File: src/rtl/rqs_pkg.sv
package rqs_pkg;

    // Mode machine states: coalescing group unused / in use.
    typedef enum logic [0:0] {
        ST_LEGACY   = 1'b0,
        ST_BALANCED = 1'b1
    } mode_e;

    // Routing decision for the request on the current edge.
    typedef enum logic [1:0] {
        RT_NONE     = 2'd0,
        RT_LEGACY   = 2'd1,
        RT_LOWLAT   = 2'd2,
        RT_COALESCE = 2'd3
    } route_e;

endpackage

File: src/rtl/rqs_depth_track.sv
module rqs_depth_track #(
    parameter int NUM_DEV     = 16,
    parameter int CNT_W       = 8,
    parameter int DEEP_THRESH = 8,
    localparam int DEV_W      = (NUM_DEV > 1) ? $clog2(NUM_DEV) : 1
) (
    input  logic             clk,
    input  logic             rst_n,
    input  logic             inc,
    input  logic [DEV_W-1:0] inc_dev,
    input  logic             dec,
    input  logic [DEV_W-1:0] dec_dev,
    input  logic [DEV_W-1:0] rd_dev,
    output logic             deep
);

    localparam logic [CNT_W-1:0] CNT_MAX = {CNT_W{1'b1}};

    logic [CNT_W-1:0] cnt_q [NUM_DEV];

    for (genvar d = 0; d < NUM_DEV; d++) begin : g_dev
        logic inc_hit;
        logic dec_hit;

        assign inc_hit = inc && (inc_dev == DEV_W'(d));
        assign dec_hit = dec && (dec_dev == DEV_W'(d));

        always_ff @(posedge clk) begin
            if (!rst_n) begin
                cnt_q[d] <= '0;
            end else if (inc_hit && !dec_hit && cnt_q[d] != CNT_MAX) begin
                cnt_q[d] <= cnt_q[d] + 1'b1;
            end else if (dec_hit && !inc_hit && cnt_q[d] != '0) begin
                cnt_q[d] <= cnt_q[d] - 1'b1;
            end
        end

        // a completion on an idle device keeps it at zero
        a_r9_floor_zero: assert property (@(posedge clk) disable iff (!rst_n)
            (cnt_q[d] == '0 && dec_hit && !inc_hit) |=> (cnt_q[d] == '0));

        // submit and completion on the same edge cancel
        a_r9_cancel: assert property (@(posedge clk) disable iff (!rst_n)
            (inc_hit && dec_hit) |=> $stable(cnt_q[d]));
    end

    // depth is judged on the count held before this edge's update
    assign deep = cnt_q[rd_dev] > CNT_W'(DEEP_THRESH);

endmodule

File: src/rtl/rqs_batch_rr.sv
module rqs_batch_rr #(
    parameter int HT_Q       = 8,
    parameter int BATCH      = 16,
    localparam int PTR_W     = (HT_Q > 1) ? $clog2(HT_Q) : 1,
    localparam int BC_W      = (BATCH > 1) ? $clog2(BATCH) : 1
) (
    input  logic             clk,
    input  logic             rst_n,
    input  logic             clear,
    input  logic             adv,
    output logic [PTR_W-1:0] ptr
);

    localparam logic [BC_W-1:0]  BC_LAST  = BC_W'(BATCH - 1);
    localparam logic [PTR_W-1:0] PTR_LAST = PTR_W'(HT_Q - 1);

    logic [BC_W-1:0]  bcnt_q;
    logic [PTR_W-1:0] ptr_q;

    always_ff @(posedge clk) begin
        if (!rst_n || clear) begin
            bcnt_q <= '0;
            ptr_q  <= '0;
        end else if (adv) begin
            if (bcnt_q == BC_LAST) begin
                bcnt_q <= '0;
                ptr_q  <= (ptr_q == PTR_LAST) ? '0 : ptr_q + 1'b1;
            end else begin
                bcnt_q <= bcnt_q + 1'b1;
            end
        end
    end

    assign ptr = ptr_q;

    // the pointer only moves at the end of a batch or on a clear
    a_r5_step_at_batch_end: assert property (@(posedge clk) disable iff (!rst_n)
        !$stable(ptr_q) |-> ($past(clear) || $past(bcnt_q) == BC_LAST));

    // a clear leaves both the pointer and the batch count at zero
    a_r8_clear_home: assert property (@(posedge clk) disable iff (!rst_n)
        clear |=> (ptr_q == '0 && bcnt_q == '0));

endmodule

File: src/rtl/rqs_ll_map.sv
module rqs_ll_map #(
    parameter int CPU_W = 8,
    parameter int MAX_Q = 128,
    parameter int HT_Q  = 8,
    localparam int Q_W  = $clog2(MAX_Q)
) (
    input  logic             ht_en,
    input  logic [CPU_W-1:0] cpus_online,
    input  logic [CPU_W-1:0] cpu_idx,
    output logic [Q_W-1:0]   ll_queue
);

    localparam int LL_SPAN = MAX_Q - HT_Q;

    logic [CPU_W-1:0] bal_idx;
    logic [CPU_W-1:0] leg_idx;

    always_comb begin
        // Balanced: one low-latency queue per processor, folded past the span
        if (cpus_online >= CPU_W'(LL_SPAN)) begin
            bal_idx = cpu_idx % CPU_W'(LL_SPAN);
        end else begin
            bal_idx = cpu_idx;
        end
        // Legacy: whole queue space per processor, folded past the maximum
        if (cpus_online >= CPU_W'(MAX_Q)) begin
            leg_idx = cpu_idx % CPU_W'(MAX_Q);
        end else begin
            leg_idx = cpu_idx;
        end
        if (ht_en) begin
            ll_queue = Q_W'(bal_idx) + Q_W'(HT_Q);
        end else begin
            ll_queue = Q_W'(leg_idx);
        end
    end

endmodule

File: src/rtl/reply_queue_steer.sv
module reply_queue_steer
    import rqs_pkg::*;
#(
    parameter int NUM_DEV     = 16,
    parameter int CNT_W       = 8,
    parameter int CPU_W       = 8,
    parameter int MAX_Q       = 128,
    parameter int HT_Q        = 8,
    parameter int BATCH       = 16,
    parameter int DEEP_THRESH = 8,
    localparam int DEV_W      = (NUM_DEV > 1) ? $clog2(NUM_DEV) : 1,
    localparam int Q_W        = $clog2(MAX_Q),
    localparam int PTR_W      = (HT_Q > 1) ? $clog2(HT_Q) : 1
) (
    input  logic             clk,
    input  logic             rst_n,
    input  logic             req_valid,
    input  logic [DEV_W-1:0] req_dev,
    input  logic             cpl_valid,
    input  logic [DEV_W-1:0] cpl_dev,
    input  logic             ht_en,
    input  logic [CPU_W-1:0] cpus_online,
    input  logic [CPU_W-1:0] cpu_idx,
    output logic             sel_valid,
    output logic [Q_W-1:0]   sel_queue,
    output logic             sel_coalesced
);

    mode_e            state_q, state_d;
    route_e           route;
    logic             deep;
    logic [PTR_W-1:0] ht_ptr;
    logic [Q_W-1:0]   ll_q;
    logic [Q_W-1:0]   pick_q;

    logic             sel_valid_q;
    logic [Q_W-1:0]   sel_queue_q;
    logic             sel_coal_q;

    rqs_depth_track #(
        .NUM_DEV     (NUM_DEV),
        .CNT_W       (CNT_W),
        .DEEP_THRESH (DEEP_THRESH)
    ) u_depth (
        .clk     (clk),
        .rst_n   (rst_n),
        .inc     (req_valid),
        .inc_dev (req_dev),
        .dec     (cpl_valid),
        .dec_dev (cpl_dev),
        .rd_dev  (req_dev),
        .deep    (deep)
    );

    rqs_batch_rr #(
        .HT_Q  (HT_Q),
        .BATCH (BATCH)
    ) u_batch (
        .clk   (clk),
        .rst_n (rst_n),
        .clear (state_d == ST_LEGACY),
        .adv   (route == RT_COALESCE),
        .ptr   (ht_ptr)
    );

    rqs_ll_map #(
        .CPU_W (CPU_W),
        .MAX_Q (MAX_Q),
        .HT_Q  (HT_Q)
    ) u_llmap (
        .ht_en       (ht_en),
        .cpus_online (cpus_online),
        .cpu_idx     (cpu_idx),
        .ll_queue    (ll_q)
    );

    // Mode state register
    always_ff @(posedge clk) begin
        if (!rst_n) begin
            state_q <= ST_LEGACY;
        end else begin
            state_q <= state_d;
        end
    end

    // Transitions: T_ENABLE (LEGACY->BALANCED), T_DISABLE (BALANCED->LEGACY)
    always_comb begin
        state_d = state_q;
        unique case (state_q)
            ST_LEGACY:   if (ht_en)  state_d = ST_BALANCED;
            ST_BALANCED: if (!ht_en) state_d = ST_LEGACY;
            default:     state_d = ST_LEGACY;
        endcase
    end

    // Output decision for the request on this edge
    always_comb begin
        route = RT_NONE;
        if (req_valid) begin
            unique case (state_d)
                ST_LEGACY:   route = RT_LEGACY;
                ST_BALANCED: route = deep ? RT_COALESCE : RT_LOWLAT;
                default:     route = RT_LEGACY;
            endcase
        end
        pick_q = (route == RT_COALESCE) ? Q_W'(ht_ptr) : ll_q;
    end

    always_ff @(posedge clk) begin
        if (!rst_n) begin
            sel_valid_q <= 1'b0;
            sel_queue_q <= '0;
            sel_coal_q  <= 1'b0;
        end else begin
            sel_valid_q <= (route != RT_NONE);
            sel_queue_q <= (route != RT_NONE) ? pick_q : sel_queue_q;
            sel_coal_q  <= (route == RT_COALESCE);
        end
    end

    assign sel_valid     = sel_valid_q;
    assign sel_queue     = sel_queue_q;
    assign sel_coalesced = sel_coal_q;

    // a request gives a result exactly one cycle later
    a_r1_result_follows: assert property (@(posedge clk) disable iff (!rst_n)
        req_valid |=> sel_valid);

    // no request, no result
    a_r1_quiet: assert property (@(posedge clk) disable iff (!rst_n)
        !req_valid |=> !sel_valid);

    // coalesced results stay inside the coalescing group
    a_r2_coal_range: assert property (@(posedge clk) disable iff (!rst_n)
        sel_coalesced |-> (sel_queue < Q_W'(HT_Q)));

    // low-latency results in balanced mode stay above the group
    a_r2_lowlat_range: assert property (@(posedge clk) disable iff (!rst_n)
        (req_valid && ht_en) |=> (sel_coalesced || sel_queue >= Q_W'(HT_Q)));

    // legacy mode never yields a coalesced result
    a_r7_legacy_plain: assert property (@(posedge clk) disable iff (!rst_n)
        (req_valid && !ht_en) |=> !sel_coalesced);

endmodule

File: config.mk
export PLATFORM = sky130hd
export DESIGN_NAME = reply_queue_steer
export DESIGN_NICKNAME = d
export VERILOG_FILES = /design/src/rtl/rqs_pkg.sv /design/src/rtl/rqs_depth_track.sv /design/src/rtl/rqs_batch_rr.sv /design/src/rtl/rqs_ll_map.sv /design/src/rtl/reply_queue_steer.sv
export SDC_FILE = /design/constraint.sdc
export NUM_CORES = 1
export LEC_CHECK = 0
export BUFFER_PORTS_ARGS = -buffer_cell sky130_fd_sc_hd__buf_2
export CAP_MARGIN = 20
export CORE_MARGIN = 2
export CORE_UTILIZATION = 45
export DETAILED_ROUTE_END_ITERATION = 8
export HOLD_SLACK_MARGIN = 0.05
export PLACE_DENSITY = 0.63
export SLEW_MARGIN = 10
export SYNTH_ARGS = -nofsm -noshare
export SYNTH_HDL_FRONTEND = slang
export SYNTH_SLANG_ARGS = --single-unit
File: constraint.sdc
create_clock -name clk -period 3.4 [get_ports clk]
set_input_delay 0 -clock clk [delete_from_list [all_inputs] [get_ports clk]]
set_output_delay 0 -clock clk [all_outputs]
set_load 0.005 [all_outputs]
# == Yosys cells after proc, flatten, opt, wreduce, memory -nomap -nowiden ==
# Memories as Yosys holds them, arrays and structs flattened.
# Cells that the tools add are included.
# totals
mem_count,1
ram_bits,128
regBits,16
output_inout_bits,9
inputBits,29
# memory_table
name,depth,word_bits,read_ports,rd_clocked_by_memory_dff,wr,line_no,text
u_depth.cnt_q,16,8,17,0,16,rqs_depth_track.sv:19,logic [CNT_W-1:0] cnt_q [NUM_DEV];
# op_classes
n_lt_le_gt_ge,2
div_mod_pow,1
muxes,154
n_eq_ne,49
n_addsub,35
n_bitwise,33
reduce_logical,150
# op_table
op,count
$mux 8,32
$add 8x1->8 const B,16
$ne 8x8->1 const B,16
$reduce_bool 8->1,16
$sub 8x1->8 const B,16
$mux 1,115
$logic_and 1x1->1,96
$eq 4x4->1 const B,17
$logic_not 1->1,33
$eq 4x3->1 const B,8
$or 1x1->1,32
$mux 7,3
$eq 4x2->1 const B,4
$eq 4x1->1 const B,2
$ge 8x7->1 const B,1
$gt 8x4->1 const B,1
$logic_not 4->1,2
$mod 8x7->8 const B,1
$add 7x4->7 const B,1
$add 4x1->4 const B,1
$mux 4,1
$pmux 2 s2,1
$add 3x1->3 const B,1
$eq 3x3->1 const B,1
other kinds (7),7

# == Longest topological paths before layout ==
# Gate-level depths: netlist of the first run.
# logic_depth
ltp_word,10
mapped_depth,14
ltp_nobuf,13

# == Modules after synthesis ==
# A second synthesis of the first run with hierarchy kept.
# unflattened
hier_cells,1313
area_unflattened_um2,11487.3
# modules_own_cells
mod,instances,area_each_um2,cells_each
rqs_depth_track,1,10473.8,1200
reply_queue_steer,1,365.4,38
rqs_batch_rr,1,324.1,31
rqs_ll_map,1,324.1,44

# == Worst setup path before layout of the first run ==
# No wires, ideal clock.
# synth_timing
path_kind,register to register
from,memory u_depth.cnt_q[8][7]
to,memory u_depth.cnt_q[8][7] (data pin)
setup_time_ns,0.260
n_path_buf,0
slack_ns,0.415
t_arrival_ns,2.725
path_stages_with_launch,12
cell_sequence,edfxtp_1 nor4_1 a21oi_1 and3_1 ha_1 a21o_1 a21oi_1 nor2b_1 o21a_1 o41a_1 xor2_1 mux2_2
# synth_rtl
element,line_no
"start, declared",rqs_depth_track.sv:19

==> impl_metrics.tcl, run 1 <==
set metrics [dict create \
    final_max_slew_viol_count 0 \
    ys_seq_elements 144 \
    gp_congestion 0.884 \
    p_leak_nw 4.57 \
    diodes 0 \
    p_per_area_nw_per_um2 406 \
    min_period_ps 3240 \
    synth_edf_count 128 \
    setup_viol 0 \
    slowest_delay_ps 460 \
    synth-async-reset-ratio 0 \
    syn_area_um2 11200 \
    power_mw 5.01 \
    hp-class "primary input to flip-flop" \
    synth_xor_xnor_area_share 0.0313 \
    start_util 0.459 \
    netlist_instances 1234 \
    core.rowCount 57 \
    ir_worst_vdd_v 0.000276 \
    yosys-top-cells-area "edfxtp_1, ha_1, a21oi_1" \
    syn_area_per_cell_um2 9.07 \
    grt_max_degree 55 \
    cts-buffers-inserted 17 \
    synth-main-ff-cell "edfxtp_1" \
    tightest_slew_ps 812 \
    htreeDepth 4 \
    nFillCells 2246 \
    wl_um 29000 \
    clock-sinks 144 \
    synth_mux_area_frac 0.0201 \
    synth-simple-area-share 0.224 \
    drc 0 \
    critPathBufInv 1 \
    path_cells "nor4_2 > a21oi_1 > and3_1 > buf_4 > ha_1 > a21oi_1 > nor2b_1 > o21a_1 > o41a_1 > xor2_1 > mux2_2" \
    boundaryPins 38 \
    synth.top_cell.area_share 0.344 \
    synth-compound-area-share 0.248 \
    synth_fp_nets 1320 \
    antenna_found_initial 1 \
    grt_usage 0.222 \
    rsz0062_at_grt "false" \
    die_w_um 162 \
    crit_family "compound AO/OA/AOI/OAI gates" \
    clock_latency_ps 440 \
    wire_per_inst_um 18.3 \
    fp.dieArea_um2 26100 \
    worstSetupStartpointType "flip-flop" \
    slowest_stage "edfxtp_1" \
    first_pass_iters 5 \
    fp.dieH_um 162 \
    port_buffers 34 \
    cp-end-kind "flip-flop" \
    criticalPathCategory "flip-flop to flip-flop" \
    gr-total-overflow 0 \
    dp_hpwl_um 20400 \
    max_freq_mhz 309 \
    cp.arrival_ps 3430 \
    skew_ps 9.80 \
    core_area_um2 24400 \
    cts_buffer_depth 2 \
    status "finished clean" \
    grt_pass1_wl_um 47500 \
    synthDistinctLibCells 85 \
    clk_pin_slew_ps 60 \
    tritoncts "yes" \
    relSlewSlack 0.455 \
    maxCapViolCount 0 \
    yosys-top-cells-count "edfxtp_1, nand2_1, nor2_1, a21oi_1, and3_1" \
    grt_pass1_vias 9090 \
    crit_required_ps 3590 \
    yosys.area.top_type "edfxtp_1" \
    ys_seq_area_frac 0.372 \
    finalSetupTns_ps 0 \
    fin_crit_sh 0.952 \
    synth_top_family_by_area "compound AO/OA/AOI/OAI gates" \
    yosysMostFrequentCell "edfxtp_1" \
    area_growth_pct 10.2 \
    cts_root_buf "clkbuf_16" \
    vias 10097 \
    crit_top_cell "a21oi_1" \
    drive_gt1_frac 0.0847 \
    dr.first_iter.drc_count 889 \
    yosysWarnings 0 \
    hold_viol 0 \
    drt-vias-per-instance 6.36 \
    antenna_left 0 \
    synth_fa_ha_area_frac 0.0644 \
    postLayoutCoreUtil 0.505 \
    fin_nets 1336 \
    critPathMaxFanout 6 \
]
[cells in the final DEF, fill, tap and decap left out, types with 25 or more instances in the layout]
cell      instances
nand3_1          47
or3_1            29
a21oi_1          88
ha_1             56
a221oi_1         28
nor4_1           27
edfxtp_1        128
nand2_1         111
nor2_1           93
o221ai_1         27
nor3_1           45
buf_2            34
and3_1           66
xor2_1           25
inv_1            51
o21ai_0          29
[registers in the layout, indices dropped and copies added, names as in the netlist]
signal / cells
u_batch.ptr: 3
sel_valid: 1
sel_coalesced: 1
u_batch.bcnt_q: 4
u_depth.cnt_q: 128
sel_queue: 7
[worst min-delay path, delay by kind of cell]
family | cells | cell delay, ps
buffers and inverters | 1 | 210
AOI/OAI and AO/OA | 2 | 170
and+or+nand+nor | 1 | 80
[power breakdown]
part	internal (mW)	leakage, nW	switching, mW
Clock	1.30	0.306	0.796
Combinational	0.261	2.82	0.392
Sequential	2.07	1.45	0.187
[per-stage QoR]
stage               hold slack [ps]  instances  area, um2  worst slack, ps
floorplan                       202       1234      11200              415
global placement                327       1549      11600              229
detailed placement              334       1549      11600              108
CTS                            68.4       1587      12300              138
global route                   94.0       1587      12300             39.6
finish                         69.3       1587      12300              165
[cells by family (layout without fill, tap and decap cells)]
kind of cell | after synthesis | count (layout)
multiplexers | 19 | 19
XOR/XNOR | 40 | 40
flip-flops | 144 | 144
buffers and inverters | 110 | 139
AO/OA/AOI/OAI | 375 | 375
AND/OR/NAND/NOR | 489 | 489
adder cells (fa/ha/maj) | 57 | 57
[layer usage]
layer  track usage  vias up  part of all wire
met5             0        -           0.00055
met3        0.0309       26             0.052
met2         0.346      284              0.45
met4        0.0575        2             0.011
met1         0.325     4904              0.49
li1              -     4881                 -
[repair_timing]
item,CTS,global route
gates resized for setup,0,1
hold buffers,6,0
hold endpoints to repair,7,0
endpoints found under the setup margin,0,1
setup buffers,0,0
[final timing paths]
check                           start             endpoint  slack (ps)  cells after the start
hold / removal             cpu_idx[3]         sel_queue[3]          70                      4
hold reg to reg          sel_queue[4]         sel_queue[4]         450                      2
setup / recovery  u_depth.cnt_q[8][6]  u_depth.cnt_q[8][7]         160                     11
setup reg to reg  u_depth.cnt_q[8][6]  u_depth.cnt_q[8][7]         160                     11
[layout make-up]
type | count | area (um2) | area share
multi-input cells | 980 | 6580 | 0.534
flip-flops and latches | 144 | 4160 | 0.338
clock buffers | 18 | 429 | 0.0348
well taps | 324 | 405 | 0.0329
repair buffers | 54 | 335 | 0.0272
clock inverters | 14 | 214 | 0.0174
inverters | 53 | 199 | 0.0161
Power figures use the tool's default switching activity.
==> run 2, diff against run 1 <==
--- a/config.mk
+++ b/config.mk
@@ -5,13 +5,13 @@
 export SDC_FILE = /design/constraint.sdc
 export NUM_CORES = 1
 export LEC_CHECK = 0
-export BUFFER_PORTS_ARGS = -buffer_cell sky130_fd_sc_hd__buf_2
 export CAP_MARGIN = 20
 export CORE_MARGIN = 2
 export CORE_UTILIZATION = 45
 export DETAILED_ROUTE_END_ITERATION = 8
+export DONT_BUFFER_PORTS = 1
 export HOLD_SLACK_MARGIN = 0.05
-export PLACE_DENSITY = 0.63
+export PLACE_DENSITY = 0.62
 export SLEW_MARGIN = 10
 export SYNTH_ARGS = -nofsm -noshare
 export SYNTH_HDL_FRONTEND = slang
==> run 2 against run 1 <==
Compared with the run above: routed wire length up 1.5%; die area unchanged; power down 4.6%; cell count down 1.8%; clock power down 9%; critical path depth unchanged; hold slack worse by 16 ps; clock-buffer cell count up 2; design area down 1.0%; global-route usage up 0.35 points; via count down 0.77%; largest cell class unchanged.
==> impl_metrics.tcl, run 2 (synthesis gave the netlist of run 1 again) <==
set metrics [dict create \
    status "finished clean" \
    grt_max_degree 35 \
    rr_worst_depth 11 \
    p_comb_frac 0.128 \
    grt_pass1_vias 9302 \
    max_flop_register "u_depth.cnt_q" \
    core.rowCount 57 \
    clkPwrFrac 0.399 \
    relSlewSlack 0.450 \
    area_growth_pct 9.05 \
    clock-sinks 144 \
    post-place-ws_ps 147 \
    tritoncts "yes" \
    htreeDepth 4 \
    clk_pin_slew_ps 70 \
    holdPathStages 4 \
    port_buffers 0 \
    reg2reg_from "u_depth.cnt_q[8][7]" \
    p_leak_nw 4.41 \
    first_pass_iters 5 \
    final_max_slew_viol_count 0 \
    cp-end-kind "flip-flop" \
    nFillCells 2292 \
    holdPathEnd "sel_queue[6]" \
    cp.arrival_ps 3460 \
    die_w_um 162 \
    power_frac_seq 0.473 \
    fp.dieH_um 162 \
    internal_power_mw 3.47 \
    drc 0 \
    largest_register_ffs 128 \
    drt-vias-per-instance 6.43 \
    fin_nets 1309 \
    hold_viol 0 \
    grt_pass1_wl_um 48000 \
    switchingPower_mw 1.31 \
    cts_root_buf "clkbuf_16" \
    min_period_ps 3270 \
    wire_per_inst_um 18.9 \
    antenna_left 0 \
    r2r-end "u_depth.cnt_q[8][7]" \
    postLayoutCoreUtil 0.500 \
    wl_um 29500 \
    hp-class "primary input to flip-flop" \
    core_area_um2 24400 \
    grt_usage 0.225 \
    layout_commonest_cell "edfxtp_1" \
    diodes 0 \
    post_cts_buffers 0 \
    dp_hpwl_um 20400 \
    tightest_slew_ps 819 \
    crit_required_ps 3590 \
    drive_gt1_frac 0.0510 \
    layout_setup_ws_ps 129 \
    gr-total-overflow 0 \
    reg2reg_slack_ps 130 \
    criticalPathCategory "flip-flop to flip-flop" \
    fin_crit_sh 0.962 \
    antenna_found_initial 0 \
    vias 10019 \
    boundaryPins 38 \
    min_from "cpu_idx[7]" \
    cts_buffer_depth 2 \
    p_per_area_nw_per_um2 391 \
    dr.first_iter.drc_count 1035 \
    p_sw_frac 0.274 \
    worstSetupStartpointType "flip-flop" \
    setup_viol 0 \
    cts-buffers-inserted 17 \
    final_cell_mix "edfxtp_1, nand2_1, nor2_1" \
    fp.dieArea_um2 26100 \
    max_freq_mhz 306 \
    skew_ps 14.8 \
    critPathMaxFanout 9 \
    ir_worst_vdd_v 0.000260 \
    maxCapViolCount 0 \
    start_util 0.459 \
    clock_latency_ps 430 \
    gp_congestion 0.890 \
]
==> run 2: cell types whose count changed in the layout (fill, tap and decap cells not counted), sizes merged <==
cell	delta
dlygate4sd3	+14
clkbuf	+2
bufinv	-2
clkinvlp	-1
buf	-41
==> run 2: what timing repair did <==
item / CTS / global route
endpoints found under the setup margin: 0 / 1
hold endpoints to repair: 56 / 0
hold buffers: 21 / 0
gates resized for setup: 0 / 4
==> run 2: critical path, stage by stage, from the launching register on <==
cell	delay, ps
edfxtp_1	460
nor4_2	420
a21oi_1	110
and3_2	300
ha_1	290
a21o_1	150
a21oi_1	210
nor2b_1	70
o21a_1	190
o41a_1	320
xor2_1	160
mux2_2	340
==> run 2: how the worst max path moves through the flow <==
stage | startpoint | to
after floorplan | u_depth.cnt_q[8][7] | u_depth.cnt_q[8][7]
after CTS | req_valid | u_depth.cnt_q[8][7]
after global routing | u_depth.cnt_q[8][7] | u_depth.cnt_q[8][7]
final | u_depth.cnt_q[8][7] | u_depth.cnt_q[8][7]
after global placement | u_depth.cnt_q[8][7] | u_depth.cnt_q[8][7]
after detailed placement | u_depth.cnt_q[8][7] | u_depth.cnt_q[8][7]
==> run 2: final cells by class <==
type / instances / area, um2 / area share
Multi-Input combinational cell: 980 / 6590 / 0.540
Tap cell: 324 / 405 / 0.0332
Inverter: 53 / 199 / 0.0163
Timing Repair Buffer: 27 / 265 / 0.0217
Clock inverter: 11 / 140 / 0.0115
Clock buffer: 20 / 437 / 0.0358
Sequential cell: 144 / 4160 / 0.341
==> run 2: routing by layer <==
layer | vias to the layer above | share of wire | GRT usage
li1 | 4825 | - | -
met1 | 4809 | 0.46 | 0.320
met2 | 350 | 0.46 | 0.362
met3 | 35 | 0.067 | 0.0352
met4 | 0 | 0.014 | 0.0567
met5 | - | 0 | 0
==> run 2: metrics by stage <==
stage / area, um2 / cells / hold slack [ps] / TNS, ps / power (mW)
floorplan: 11200 / 1234 / 202 / 0 / 2.72
global placement: 11400 / 1507 / 177 / 0 / 2.85
detailed placement: 11400 / 1507 / 175 / 0 / 2.86
CTS: 12200 / 1559 / 50.8 / 0 / 4.80
global route: 12200 / 1559 / 90.1 / -24.0 / 4.96
finish: 12200 / 1559 / 53.5 / 0 / 4.77
==> run 2: power groups by stage <==
stage	Clock, mW	Combinational [mW]	Sequential, mW
global route	1.99	0.680	2.28
global placement	0	0.565	2.29
detailed placement	0	0.571	2.29
CTS	1.94	0.607	2.25
floorplan	0	0.508	2.21
finish	1.91	0.609	2.26
==> run 3, diff against run 2 <==
--- a/config.mk
+++ b/config.mk
@@ -5,6 +5,7 @@
 export SDC_FILE = /design/constraint.sdc
 export NUM_CORES = 1
 export LEC_CHECK = 0
+export ABC_AREA = 1
 export CAP_MARGIN = 20
 export CORE_MARGIN = 2
 export CORE_UTILIZATION = 45
==> run 3 against run 2 <==
Compared with the run above: design area is 0.37% higher; area after synthesis is 0.35% higher; clock skew is 3.2 ps lower; register-to-register slack better by 460 ps; global-route usage is 0.70 points lower; worst setup slack better by 320 ps; hold slack better by 7.0 ps; maximum frequency is 11% higher; synthesized cell count is 20% higher; critical endpoint unchanged; largest cell class unchanged.
==> impl_metrics.tcl, run 3 <==
set metrics [dict create \
    cp.arrival_ps 3220 \
    synth-async-reset-ratio 0 \
    synth-compound-area-share 0.118 \
    area_growth_pct 9.07 \
    grt_max_degree 30 \
    status "finished clean" \
    synthDistinctLibCells 51 \
    rsz0062_at_grt "false" \
    core.rowCount 57 \
    criticalPathCategory "primary input to flip-flop" \
    wl_um 28100 \
    synth_mux_area_frac 0 \
    htreeDepth 4 \
    synth_edf_count 128 \
    grt_pass1_wl_um 46500 \
    largest_register_ffs 128 \
    fin_crit_sh 0.869 \
    yosys.area.top_type "edfxtp_1" \
    yosysMostFrequentCell "nand2_1" \
    max_flop_register "u_depth.cnt_q" \
    gr-total-overflow 0 \
    dp_hpwl_um 20600 \
    crit_required_ps 3670 \
    p_leak_nw 5.02 \
    p_per_area_nw_per_um2 377 \
    synth_xor_xnor_area_share 0.0983 \
    drive_gt1_frac 0.0373 \
    worstSetupStartpointType "primary input" \
    start_util 0.460 \
    core_area_um2 24400 \
    reg2reg_slack_ps 590 \
    port_buffers 0 \
    cp-end-kind "flip-flop" \
    r2r-end "u_depth.cnt_q[8][7]" \
    reg2reg_from "u_depth.cnt_q[8][0]" \
    fp.dieArea_um2 26200 \
    netlist_instances 1482 \
    antenna_found_initial 0 \
    critPathMaxFanout 11 \
    tritoncts "yes" \
    grt_usage 0.218 \
    yosys-top-cells-area "edfxtp_1, xor2_1, nand2_1" \
    synth_fp_nets 1568 \
    wire_per_inst_um 15.4 \
    maxCapViolCount 0 \
    synth-main-ff-cell "edfxtp_1" \
    max_freq_mhz 338 \
    tightest_slew_ps 743 \
    synth_fa_ha_area_frac 0.0642 \
    fin_nets 1576 \
    ir_worst_vdd_v 0.000330 \
    ys_seq_area_frac 0.371 \
    dp.cells 1783 \
    crit_path_end "u_depth.cnt_q[8][7]" \
    cts-buffers-inserted 17 \
    vias 9958 \
    synth_top_family_by_area "simple AND/OR/NAND/NOR gates" \
    synth.top_cell.area_share 0.342 \
    syn_area_per_cell_um2 7.58 \
    setup_viol 0 \
    dr.first_iter.drc_count 785 \
    boundaryPins 38 \
    ys_seq_elements 144 \
    layout_commonest_cell "nand2_1" \
    post_cts_buffers 0 \
    cts_buffer_depth 2 \
    stdcell_count 1827 \
    clock_latency_ps 430 \
    yosys-top-cells-count "nand2_1, inv_1, nor2_1, edfxtp_1, nand3_1" \
    relSlewSlack 0.503 \
    antenna_left 0 \
    syn_area_um2 11200 \
    gp_congestion 0.887 \
    skew_ps 11.7 \
    final_max_slew_viol_count 0 \
    die_w_um 162 \
    yosysWarnings 0 \
    synth-simple-area-share 0.262 \
    power_mw 4.62 \
    hp-class "primary input to flip-flop" \
    first_pass_iters 5 \
    fp.dieH_um 162 \
    finalSetupTns_ps 0 \
    clock-sinks 144 \
    grt_pass1_vias 9491 \
    diodes 0 \
    min_period_ps 2950 \
    final_cell_mix "nand2_1, inv_1, nor2_1" \
    rr_worst_depth 17 \
    cts_root_buf "clkbuf_16" \
    startpoint "req_valid" \
    clk_pin_slew_ps 60 \
    drc 0 \
    drt-vias-per-instance 5.45 \
    hold_viol 0 \
]
## run 3: per-stage QoR
stage | util | setup WS (ps) | instance area (um2) | hold WS, ps
3_5_place_dp | 0.473 | 613 | 11500 | 110
4_1_cts | 0.502 | 505 | 12200 | 54.7
6_report | 0.502 | 445 | 12200 | 60.5
5_1_grt | 0.502 | 42.8 | 12200 | 97.5
2_1_floorplan | - | 896 | 11200 | 174
3_3_place_gp | 0.473 | 655 | 11500 | 98.8
## run 3: cell type report
| type | instances | area, um2 |
|---|---|---|
| fillers | 2375 | 12100 |
| well taps | 324 | 405 |
| multi-input cells | 1088 | 6090 |
| clock inverters | 6 | 37.5 |
| clock buffers | 26 | 564 |
| inverters | 225 | 850 |
| repair buffers | 14 | 135 |
| flip-flops and latches | 144 | 4160 |
## run 3: worst min-delay path by stage
stage                    start                  end  slack (ps)  cells after the start
global route             rst_n  u_depth.cnt_q[8][7]         100                      1
global placement     req_valid            sel_valid         100                      2
finish              cpu_idx[4]         sel_queue[6]          60                      7
detailed placement   req_valid            sel_valid         110                      2
floorplan           cpu_idx[0]         sel_queue[0]         170                      2
CTS                      rst_n  u_depth.cnt_q[8][7]          50                      1
## run 3: critical path, cell delays in order
cell and delay [ps]:
dlygate4sd3_1 770, clkinv_1 230, nor2_1 150, inv_1 100, nor2_1 150, nor3_1 80
nand2_1 150, inv_1 160, ha_1 340, a21oi_1 150, nand2_1 90, nand2_1 70
nand2_1 50, a21oi_1 210, nor2_1 70, nor2_1 80, nor2_1 60, o21a_1 160
nor3_1 160
## run 3: logic make-up after synthesis
logic type / count (synthesis)
adder cells (fa/ha/maj): 57
AO/OA/AOI/OAI: 230
flip-flops: 144
XOR/XNOR: 126
buffers and inverters: 250
AND/OR/NAND/NOR: 675
## run 3: metal layers
| metal | track usage | vias to the layer above | wire, um |
|---|---|---|---|
| met2 | 0.359 | 250 | 12800 |
| met4 | 0.0664 | 0 | 543 |
| li1 | - | 5013 | - |
| met1 | 0.298 | 4654 | 13300 |
| met5 | 0 | - | 0 |
| met3 | 0.0337 | 41 | 1390 |
## run 3: power by group
group / leakage [nW] / internal [mW] / switching [mW]
clock: 0.302 / 1.15 / 0.783
sequential: 1.46 / 2.01 / 0.104
combinational: 3.26 / 0.194 / 0.370
total: 5.02 / 3.36 / 1.26
## run 3: what timing repair did
| item | CTS | global route |
|---|---|---|
| endpoints found under the hold margin | 32 | 0 |
| hold buffers | 12 | 0 |
| gates resized for setup | 0 | 0 |
